$ cat src/rtl/bsq_pkg.sv
package bsq_pkg;

    // Top-level sequencing of a block: gather samples, send exponent, send codes
    typedef enum logic [1:0] {
        ST_FILL      = 2'd0,
        ST_EMIT_EXP  = 2'd1,
        ST_EMIT_CODE = 2'd2
    } bsq_state_e;

    // Constant multiplier applied before the power-of-two division
    localparam int CODE_SCALE = 7;
    localparam int CODE_MAX   = 7;
    localparam int CODE_MIN   = -8;

endpackage

$ cat src/rtl/bsq_exp_calc.sv
// Turns the OR of all block magnitudes into the shift amount and exponent byte.
// The bit length of the OR equals the bit length of the peak magnitude.
module bsq_exp_calc #(
    parameter int DATA_W = 16,
    parameter int FRAC_W = 8,
    parameter int KW     = $clog2(DATA_W + 1)
) (
    input  logic [DATA_W-1:0] mag_or,
    output logic [KW-1:0]     shift_k,
    output logic [7:0]        exp_byte
);

    int ev;

    always_comb begin
        shift_k = '0;
        for (int i = 0; i < DATA_W; i++) begin
            if (mag_or[i]) shift_k = KW'(i + 1);
        end
        if (shift_k == '0) begin
            ev = 0;
        end else begin
            ev = int'(shift_k) - FRAC_W;
        end
        if (ev > 127)  ev = 127;
        if (ev < -128) ev = -128;
        exp_byte = ev[7:0];
    end

endmodule

$ cat src/rtl/bsq_code_unit.sv
// Scales one sample by 7 / 2^k, rounds half-to-even, saturates to a nibble.
module bsq_code_unit #(
    parameter int DATA_W = 16,
    parameter int KW     = $clog2(DATA_W + 1)
) (
    input  logic [DATA_W-1:0] sample,
    input  logic [KW-1:0]     shift_k,
    output logic [3:0]        code
);

    import bsq_pkg::*;

    localparam int PW = DATA_W + 4;
    localparam logic signed [PW-1:0] MAXC = PW'(CODE_MAX);
    localparam logic signed [PW-1:0] MINC = PW'(CODE_MIN);

    logic signed [PW-1:0] ext;
    logic signed [PW-1:0] prod;
    logic signed [PW-1:0] quot;
    logic signed [PW-1:0] rnd;
    logic        [PW-1:0] mask;
    logic        [PW-1:0] rem;
    logic        [PW-1:0] half;
    logic                 up;

    always_comb begin
        ext  = {{4{sample[DATA_W-1]}}, sample};
        prod = (ext <<< 3) - ext;
        quot = prod >>> shift_k;
        mask = ~({PW{1'b1}} << shift_k);
        rem  = prod & mask;
        half = (shift_k == '0) ? '0 : (PW'(1) << (shift_k - KW'(1)));
        up   = (shift_k != '0) && ((rem > half) || ((rem == half) && quot[0]));
        rnd  = quot + PW'(up);
        if (shift_k == '0) begin
            rnd = '0;
        end else if (rnd > MAXC) begin
            rnd = MAXC;
        end else if (rnd < MINC) begin
            rnd = MINC;
        end
        code = rnd[3:0];
    end

endmodule

$ cat src/rtl/bsq_top.sv
module bsq_top #(
    parameter int DATA_W  = 16,
    parameter int FRAC_W  = 8,
    parameter int BLK_LEN = 64
) (
    input  logic              clk,
    input  logic              rst_n,
    input  logic              in_valid,
    output logic              in_ready,
    input  logic [DATA_W-1:0] in_data,
    input  logic              in_last,
    output logic              out_valid,
    input  logic              out_ready,
    output logic [7:0]        out_data,
    output logic              out_is_exp,
    output logic              out_last
);

    import bsq_pkg::*;

    localparam int IDX_W  = $clog2(BLK_LEN);
    localparam int CNT_W  = IDX_W + 1;
    localparam int PAIRS  = BLK_LEN / 2;
    localparam int PAIR_W = IDX_W - 1;
    localparam int KW     = $clog2(DATA_W + 1);
    localparam int LANES  = 2;

    if (BLK_LEN < 16 || BLK_LEN > 256 || (BLK_LEN % 2) != 0) begin : g_bad_len
        $error("BLK_LEN must be even and within 16..256");
    end

    typedef struct packed {
        bsq_state_e        state;
        logic [CNT_W-1:0]  wr_cnt;
        logic [CNT_W-1:0]  fill_cnt;
        logic [PAIR_W-1:0] rd_pair;
        logic [DATA_W-1:0] mag_or;
    } bsq_regs_t;

    bsq_regs_t r_d, r_q;

    logic [DATA_W-1:0] blk_mem_q [BLK_LEN];
    logic [DATA_W-1:0] in_mag;
    logic              in_acc;
    logic              out_acc;
    logic [KW-1:0]     shift_k;
    logic [7:0]        exp_byte;
    logic [3:0]        lane_code [LANES];

    assign in_ready = (r_q.state == ST_FILL);
    assign in_acc   = in_valid && in_ready;
    assign out_acc  = out_valid && out_ready;
    assign in_mag   = in_data[DATA_W-1] ? (~in_data + DATA_W'(1)) : in_data;

    bsq_exp_calc #(
        .DATA_W (DATA_W),
        .FRAC_W (FRAC_W),
        .KW     (KW)
    ) u_exp (
        .mag_or   (r_q.mag_or),
        .shift_k  (shift_k),
        .exp_byte (exp_byte)
    );

    for (genvar g = 0; g < LANES; g++) begin : g_lane
        logic [IDX_W-1:0]  elem_idx;
        logic [DATA_W-1:0] elem_val;
        assign elem_idx = {r_q.rd_pair, 1'(g)};
        assign elem_val = (CNT_W'(elem_idx) < r_q.fill_cnt) ? blk_mem_q[elem_idx] : '0;
        bsq_code_unit #(
            .DATA_W (DATA_W),
            .KW     (KW)
        ) u_code (
            .sample  (elem_val),
            .shift_k (shift_k),
            .code    (lane_code[g])
        );
    end

    always_comb begin
        out_valid  = 1'b0;
        out_is_exp = 1'b0;
        out_last   = 1'b0;
        out_data   = '0;
        case (r_q.state)
            ST_EMIT_EXP: begin
                out_valid  = 1'b1;
                out_is_exp = 1'b1;
                out_data   = exp_byte;
            end
            ST_EMIT_CODE: begin
                out_valid = 1'b1;
                out_data  = {lane_code[1], lane_code[0]};
                out_last  = (r_q.rd_pair == PAIR_W'(PAIRS - 1));
            end
            default: ;
        endcase
    end

    always_comb begin
        r_d = r_q;
        case (r_q.state)
            ST_FILL: begin
                if (in_acc) begin
                    r_d.mag_or = r_q.mag_or | in_mag;
                    r_d.wr_cnt = r_q.wr_cnt + CNT_W'(1);
                    if (in_last || (r_q.wr_cnt == CNT_W'(BLK_LEN - 1))) begin
                        r_d.state    = ST_EMIT_EXP;
                        r_d.fill_cnt = r_q.wr_cnt + CNT_W'(1);
                        r_d.rd_pair  = '0;
                    end
                end
            end
            ST_EMIT_EXP: begin
                if (out_acc) r_d.state = ST_EMIT_CODE;
            end
            ST_EMIT_CODE: begin
                if (out_acc) begin
                    r_d.rd_pair = r_q.rd_pair + PAIR_W'(1);
                    if (out_last) begin
                        r_d.state   = ST_FILL;
                        r_d.wr_cnt  = '0;
                        r_d.mag_or  = '0;
                        r_d.rd_pair = '0;
                    end
                end
            end
            default: r_d.state = ST_FILL;
        endcase
    end

    always_ff @(posedge clk) begin
        if (!rst_n) begin
            r_q.state    <= ST_FILL;
            r_q.wr_cnt   <= '0;
            r_q.fill_cnt <= '0;
            r_q.rd_pair  <= '0;
            r_q.mag_or   <= '0;
        end else begin
            r_q <= r_d;
        end
    end

    always_ff @(posedge clk) begin
        if (in_acc) blk_mem_q[r_q.wr_cnt[IDX_W-1:0]] <= in_data;
    end

endmodule

$ cat config.mk
export PLATFORM = sky130hd
export DESIGN_NAME = bsq_top
export DESIGN_NICKNAME = d
export VERILOG_FILES = /design/src/rtl/bsq_pkg.sv /design/src/rtl/bsq_exp_calc.sv /design/src/rtl/bsq_code_unit.sv /design/src/rtl/bsq_top.sv
export SDC_FILE = /design/constraint.sdc
export NUM_CORES = 1
export LEC_CHECK = 0
export CORE_MARGIN = 5
export CORE_UTILIZATION = 30
export DETAILED_ROUTE_END_ITERATION = 12
export GPL_ROUTABILITY_DRIVEN = 0
export HOLD_SLACK_MARGIN = 0.12
export REMOVE_ABC_BUFFERS = 1
export SLEW_MARGIN = 10
export SYNTH_ARGS = -nofsm -noshare
export SYNTH_HDL_FRONTEND = slang
export SYNTH_SLANG_ARGS = --single-unit
$ cat constraint.sdc
create_clock -name clk -period 15 [get_ports clk]
set_clock_uncertainty 0.1 [all_clocks]
set_input_delay 1.5 -clock clk [delete_from_list [all_inputs] [get_ports clk]]
set_output_delay 1.5 -clock clk [all_outputs]
set_load 0.005 [all_outputs]
### Word-level counts from Yosys, hierarchy flattened

Memories as Yosys holds them, arrays and structs flattened. A register that Yosys moved wholly into a read port is not among the register bits.
Index checks and enable logic that the tools add are counted.

* flip-flop bits (word level): 37
* bits in writable memories: 1024
* output and inout bits: 12
* word-level logic and storage cells: 113
* input port bits: 21
* memories kept: 1

Memory list
* blk_mem_q: words 64, width 16, read ports 2, clocked after Yosys merged registers in 2, write ports 1, line bsq_top.sv:42 `logic [DATA_W-1:0] blk_mem_q [BLK_LEN];`

* magnitude comparators: 10
* bitwise logic cells: 5
* $add $sub $neg: 9
* shift-type cells: 4
* equal/unequal tests: 11
* multiplexer cells: 50
* reductions and logical operators: 18

Operators with widths (count)
* $mux W32: 2
* $mux W4: 14
* $mux W16: 3
* $mux W21: 2
* $pmux W21 S2: 1
* $add A20 B1 Y20: 2
* $and A20 B20 Y20: 2
* $eq A20 B20 Y1: 2
* $gt A20 B20 Y1: 2
* $gt A20 B4 Y1 const B: 2
* $lt A20 B4 Y1 const B: 2
* $sshr A20 B5 Y20: 2
* $sub A19 B16 Y20: 2
* $mux W37: 1
* $gt A32 B8 Y1 const B: 1
* $lt A32 B8 Y1 const B: 1
* $mux W6: 4
* $mux W20: 1
* $not A20 Y20: 1
* $shl A1 B5 Y20 const A: 1
* $shl A20 B5 Y20 const A: 1
* $mux W9: 2
* $add A16 B1 Y16 const B: 1
* $not A16 Y16: 1
* 31 further kinds: 54

### Depth between registers and ports, before layout

Gate-level depths: netlist (run 1).

* depth after elaboration: 29
* gate-level depth with buffers: 42
* mapped depth without buffers: 36

### Modules after synthesis

A second synthesis (run 1) with hierarchy kept.

* cell total of the unflattened synthesis: 3449
* area, all modules: 50743.7 sq um

Modules (own cells, without submodules)
* bsq_top: cells an instance 2135, instances 1, area an instance 41631.2 sq um, seq. area each 31590.3 sq um
* bsq_code_unit: cells an instance 637, instances 2, area an instance 4433.0 sq um, seq. area each 0.0 sq um
* bsq_exp_calc: cells an instance 40, instances 1, area an instance 246.5 sq um, seq. area each 0.0 sq um

### Least setup slack after synthesis (run 1)

No wires, ideal clock.

* kind: register to output
* start: register with a tool-made name
* end: output port out_data[4]
* cell stages (with the launch flop): 43
* arrival time: 8.564 ns
* data required time: 13.400 ns
* setup slack: 4.836 ns
* buffers on the path: 8
* cells stage by stage: dfxtp_1 > buf_2 > buf_4 > buf_4 > clkbuf_1 > clkbuf_1 > buf_1 > mux4_2 > mux4_2 > nand2_1 > nand2_1 > nand2_1 > inv_1 > ha_1 > clkbuf_1 > nand3_1 > nor2_1 > and2_1 > (+7 left out) > a21oi_1 > nor2b_1 > o21ai_0 > nand2b_1 > a21oi_1 > nor2b_1 > o21ai_0 > o311a_1 > nor3_1 > ha_1 > a21boi_0 > nand3b_1 > xnor2_1 > nand4_1 > or4_1 > or4_1 > a211oi_2 > a21o_1

RTL lines
* end, declared: line bsq_top.sv:14 `output logic [7:0] out_data,`

==> results of run 1 <==
==> cell type report <==
| type | count | area (µm²) | area share (%) |
|---|---|---|---|
| clock inverter | 67 | 769 | 1.34 |
| clock buffer | 115 | 2600 | 4.54 |
| inverter | 72 | 270 | 0.472 |
| timing repair buffer | 153 | 1210 | 2.12 |
| antenna | 1 | 2.50 | 0.00437 |
| sequential | 1066 | 31600 | 55.2 |
| multi-input combinational | 2069 | 18000 | 31.5 |
| tap | 2204 | 2760 | 4.82 |
==> registers in the layout, summed over array words and instances, names as in the netlist, named ones only <==
signal / cells
g_lane.elem_idx: 5
r_q: 32
blk_mem_q: 1024
==> power breakdown <==
part           switching [µW]  leakage [µW]  internal, µW
clock                    1100       0.00163          1510
sequential               13.2       0.00956          3280
combinational            1600       0.00670           768
total                    2710        0.0179          5550
==> metal layers <==
layer	part of all wire, %	wire length [µm]	vias up
met4	2.5	3640	2
met2	47	66700	1499
li1	-	-	13700
met3	8.0	11500	244
met1	43	61500	16300
met5	0.0049	7	-
==> Yosys cell counts (33+ instances only) <==
cell type | count | share of area, %
nand4_1 | 37 | 0.46
and2_1 | 36 | 0.45
a21oi_1 | 131 | 1.3
mux2i_1 | 67 | 1.3
xnor2_1 | 33 | 0.57
mux4_2 | 292 | 13
nand2_1 | 229 | 1.7
nor2_1 | 269 | 2.0
o21ai_0 | 98 | 0.97
clkbuf_1 | 135 | 1.0
inv_1 | 71 | 0.53
nor3_1 | 51 | 0.51
nand3_1 | 77 | 0.76
ha_1 | 89 | 2.2
nor2b_1 | 39 | 0.48
nand2b_1 | 46 | 0.57
dfxtp_1 | 42 | 1.7
edfxtp_1 | 1024 | 61
==> tightest hold or removal path: cells and delay by family, from the launching register on <==
family             cells  cell delay (ns)
DFF                    1             0.35
and+or+nand+nor        1             0.07
AOI/OAI and AO/OA      1             0.05
==> path summary, 6_finish.rpt <==
check	slack, ns	depth (start not counted)	end
max	2.47	29	out_data[2]
min	0.40	2	r_q[0]$_SDFFE_PN0P_
max reg2reg	12.09	10	flop
min reg2reg	0.40	2	r_q[0]$_SDFFE_PN0P_
==> metrics by stage <==
step	setup WS, ns	util (%)	hold WS (ns)	setup TNS (ns)	cells
after floorplan	-3.13	-	0.338	-23.70	3207
after global placement	3.45	32.3	0.354	0	5564
after detailed placement	3.36	32.3	0.374	0	5564
after CTS	2.56	34.3	0.391	0	5746
after global routing	1.57	34.3	0.432	0	5747
final	2.47	34.3	0.400	0	5747
==> cell families after synthesis <==
kind of cell,after synthesis,synth area share (%)
AND/OR/NAND/NOR,927,8.99
XOR/XNOR,44,0.765
buffers and inverters,250,1.95
other,2,0.0149
flip-flops,1066,62.7
multiplexers,390,15.1
adder cells (fa/ha/maj),89,2.21
AO/OA/AOI/OAI,603,8.31
==> flow_metrics.tcl, run 1 <==
set metrics [dict create \
    drt-initial-drc-count 3706 \
    busiest_layer "met2" \
    criticalPathCategory "reg -> out" \
    clock_sink_count 1066 \
    holdBufCountCts 0 \
    final_cell_mix "edfxtp_1 (1024), mux4_2 (292), nand2_1 (229)" \
    hold_start "r_q[0]$_SDFFE_PN0P_" \
    drive_above_1_share_pct 20.0 \
    ys.flop_type "edfxtp_1" \
    synth-seq-cells 1066 \
    fin_nets 3570 \
    finalWirelength_um 143000 \
    die_h_um 420 \
    grt.overflow.total 0 \
    cp-end-kind "output pin" \
    cpLargestDelayFamily "simple AND/OR/NAND/NOR gates" \
    antenna_found_initial 5 \
    powerDensity_nw_per_um2 144 \
    drtPass1Iterations 6 \
    syn_avg_cell_area_um2 14.9 \
    htreeDepth 3 \
    finalHoldViolCount 0 \
    totalPowerFinal_uw 8260 \
    fp.dieW_um 420 \
    fmax_ghz 0.0798 \
    grt_util_met1_pct 22.5 \
    wire_per_inst_um 24.9 \
    grt_util_met3_pct 2.35 \
    worstPathBufferInverterCount 4 \
    synth_area_um2 50400 \
    start_kind "flop" \
    post_cts.repair.setup_buffers 0 \
    critical_path.most_common_cell "ha_1" \
    status "complete, no violations" \
    area_delta_synth_final_pct 13.6 \
    cts-root-buf "clkbuf_16" \
    fill_cells 16000 \
    initial_core_util_pct 30.2 \
    worst_slew_pin_slew_ns 1.15 \
    worst_slew_margin_rel_pct 23.1 \
    crit_required_ns 13.40 \
    cts_inserted_buffers 98 \
    synth-edff-count 1024 \
    cts.reportedPaths.clkPinSlew_ns 0.07 \
    slowest_delay_ns 0.87 \
    syn_inst 3371 \
    async_flop_share_pct 0 \
    post-route-period-util_pct 83.5 \
    post-route-drc-count 0 \
    ios 33 \
    clock_latency_ns 0.69 \
    gr-usage-met2_pct 25.6 \
    rsz0062_at_grt "no" \
    dieArea_um2 176000 \
    via_per_inst 5.53 \
    port-buffer-count 32 \
    ant_nets 0 \
    setup_viol 0 \
    grtUsageTotal_pct 15.9 \
    vias 31800 \
    drv_slew 0 \
    ys_seq_area_share_pct 62.7 \
    grt_pass1_vias 30800 \
    grt_max_degree 105 \
    placed_cell_area_um2 53900 \
    grt_pass1_wl_um 211000 \
    period_minus_slack_ns 12.53 \
    cts_buffer_depth 3 \
    crit_path_top_delay_cell "nor4_1" \
    rows 150 \
    cts_resized 0 \
    stdcell_area_um2 57200 \
    r2r_start "r_q[31]$_SDFFE_PN0P_" \
    crit_fanout 87 \
    yosysWarnings 0 \
    power.leakage_uw 0.0179 \
    coreArea_um2 167000 \
    hpwl_um 88900 \
    ir_drop_uv 85.2 \
    cp.arrival_ns 10.93 \
    ys_types 92 \
    drv_cap 0 \
    cts_tree "built" \
    mostFrequentLayoutCell "edfxtp_1" \
    hold_path.class "reg -> reg" \
]
Note: power is estimated with default switching activity, not from simulation.
==> run 2, diff against run 1 <==
- clock period: 15 -> 10.25 ns (I/O delays scaled with it)
==> run 2 against run 1 <==
Worst hold slack improved by 0.0030 ns. Sequential power up 46%. Sequential cell count did not move. Cell area grew 2.7%. Die area unchanged. Power up 47%. Critical endpoint is now out_data[4].
==> flow_metrics.tcl, run 2 (same netlist as run 1, synthesis figures left out) <==
set metrics [dict create \
    setup_ws_ns 0.321 \
    drv_slew 0 \
    htreeDepth 3 \
    grt_pass1_wl_um 212000 \
    clock_sink_count 1066 \
    register_area_um2 31600 \
    dr_wl_met2_um 69100 \
    criticalPathCategory "reg -> out" \
    finalHoldViolCount 0 \
    die_h_um 420 \
    hpwl_um 93100 \
    crit_required_ns 9.13 \
    vias 32300 \
    wire_per_inst_um 24.6 \
    cp-end-kind "output pin" \
    fmax_ghz 0.101 \
    initial_core_util_pct 30.2 \
    port-buffer-count 32 \
    cts_tree "built" \
    fp.dieW_um 420 \
    drive_above_1_share_pct 24.8 \
    ios 33 \
    hold_ws_ns 0.403 \
    crit_fanout 14 \
    grt_pass1_vias 31300 \
    grt_max_degree 81 \
    setup_tns_ns 0 \
    finalWirelength_um 145000 \
    placed_cell_area_um2 54600 \
    grtUsageTotal_pct 16.0 \
    preCtsSetupSlack_ns 0.377 \
    drv_cap 0 \
    powerDensity_nw_per_um2 207 \
    setup_viol 0 \
    antenna_found_initial 10 \
    mostFrequentLayoutCell "edfxtp_1" \
    post-route-period-util_pct 96.9 \
    ant_nets 0 \
    dieArea_um2 176000 \
    drtPass1Iterations 6 \
    power.leakage_uw 0.0186 \
    ir_drop_uv 134 \
    fill_cells 15900 \
    wl_met1_um 61700 \
    status "complete, no violations" \
    cts-root-buf "clkbuf_16" \
    cts_buffer_depth 3 \
    stdcell_area_um2 58800 \
    period_minus_slack_ns 9.93 \
    drt-initial-drc-count 3829 \
    totalPowerFinal_uw 12200 \
    start_kind "flop" \
    routed.top_layer "met5" \
    cts.reportedPaths.clkPinSlew_ns 0.06 \
    crit_path_top_delay_cell "or4_1" \
    worst_slew_pin_slew_ns 1.14 \
    rows 150 \
    clock_latency_ns 0.71 \
    hold_path.class "reg -> reg" \
    multi_input_area_um2 18400 \
    final_cell_mix "edfxtp_1 (1024), mux4_2 (292), buf_4 (227)" \
    post-route-drc-count 0 \
    fin_nets 3703 \
    slowest_delay_ns 0.52 \
    worst_slew_margin_rel_pct 22.9 \
    cp.arrival_ns 8.80 \
    via_per_inst 5.48 \
    largest_register_ffs 1024 \
    cts_inserted_buffers 98 \
    coreArea_um2 167000 \
    grt.overflow.total 0 \
    area_delta_synth_final_pct 16.7 \
    dr_wl_met3_um 11000 \
]
## run 2: changes by cell type in the layout (fill, tap and decap cells not counted), sizes merged
cell	delta
diode	+1
bufinv	-2
clkinv	+2
buf	+131
inv	+5
clkinvlp	-1
## run 2: critical path: cells and delay by family (launching register included)
family / cells / cell delay, ns
compound gates: 9 / 1.56
simple gates: 18 / 3.24
flops: 1 / 0.44
xor+xnor: 1 / 0.14
fa+ha+maj: 3 / 0.86
mux: 2 / 1.01
buf+inv: 4 / 0.86
## run 2: where the power goes
part / total (µW) / leakage (µW) / switching, µW / internal (µW)
Combinational: 3630 / 0.00750 / 2360 / 1270
Clock: 3740 / 0.00159 / 1630 / 2110
Sequential: 4810 / 0.00956 / 18.1 / 4790
## run 2: routing by layer
| metal | vias up | track usage (%) |
|---|---|---|
| met5 | - | 0 |
| met3 | 233 | 2.33 |
| li1 | 14000 | - |
| met1 | 16600 | 22.6 |
| met2 | 1453 | 26.1 |
| met4 | 4 | 3.91 |
## run 2: worst paths after layout
path                        startpoint                    endpoint  slack (ns)  cells after the start
hold / removal    r_q[24]$_SDFFE_PN0P_        r_q[24]$_SDFFE_PN0P_        0.40                      1
setup reg to reg  r_q[35]$_SDFFE_PN0P_  blk_mem_q[19][4]$_DFFE_PP_        7.23                      6
hold reg to reg   r_q[24]$_SDFFE_PN0P_        r_q[24]$_SDFFE_PN0P_        0.40                      1
setup / recovery                  flop                 out_data[4]        0.32                     37
## run 2: layout make-up
type / instances / area share [%]
well taps: 2204 / 4.69
diodes: 2 / 0.00851
clock buffers: 113 / 4.28
inverters: 72 / 0.459
repair buffers: 286 / 4.20
multi-input cells: 2069 / 31.3
flip-flops and latches: 1066 / 53.7
clock inverters: 71 / 1.30
## run 2: timing repair
| item | 4_1_cts | 5_1_grt |
|---|---|---|
| hold buffers | 0 | 0 |
| pin swaps | 1 | 16 |
| buffers inserted | 9 | 38 |
| resized for setup | 12 | 108 |
| setup endpoints to repair | 7 | 7 |
| cloned | 0 | 2 |
## run 2: stage by stage
stage | instances | util [%]
global placement | 5648 | 32.7
finish | 5883 | 35.2
floorplan | 3207 | -
detailed placement | 5648 | 32.7
CTS | 5841 | 34.7
global route | 5882 | 35.2
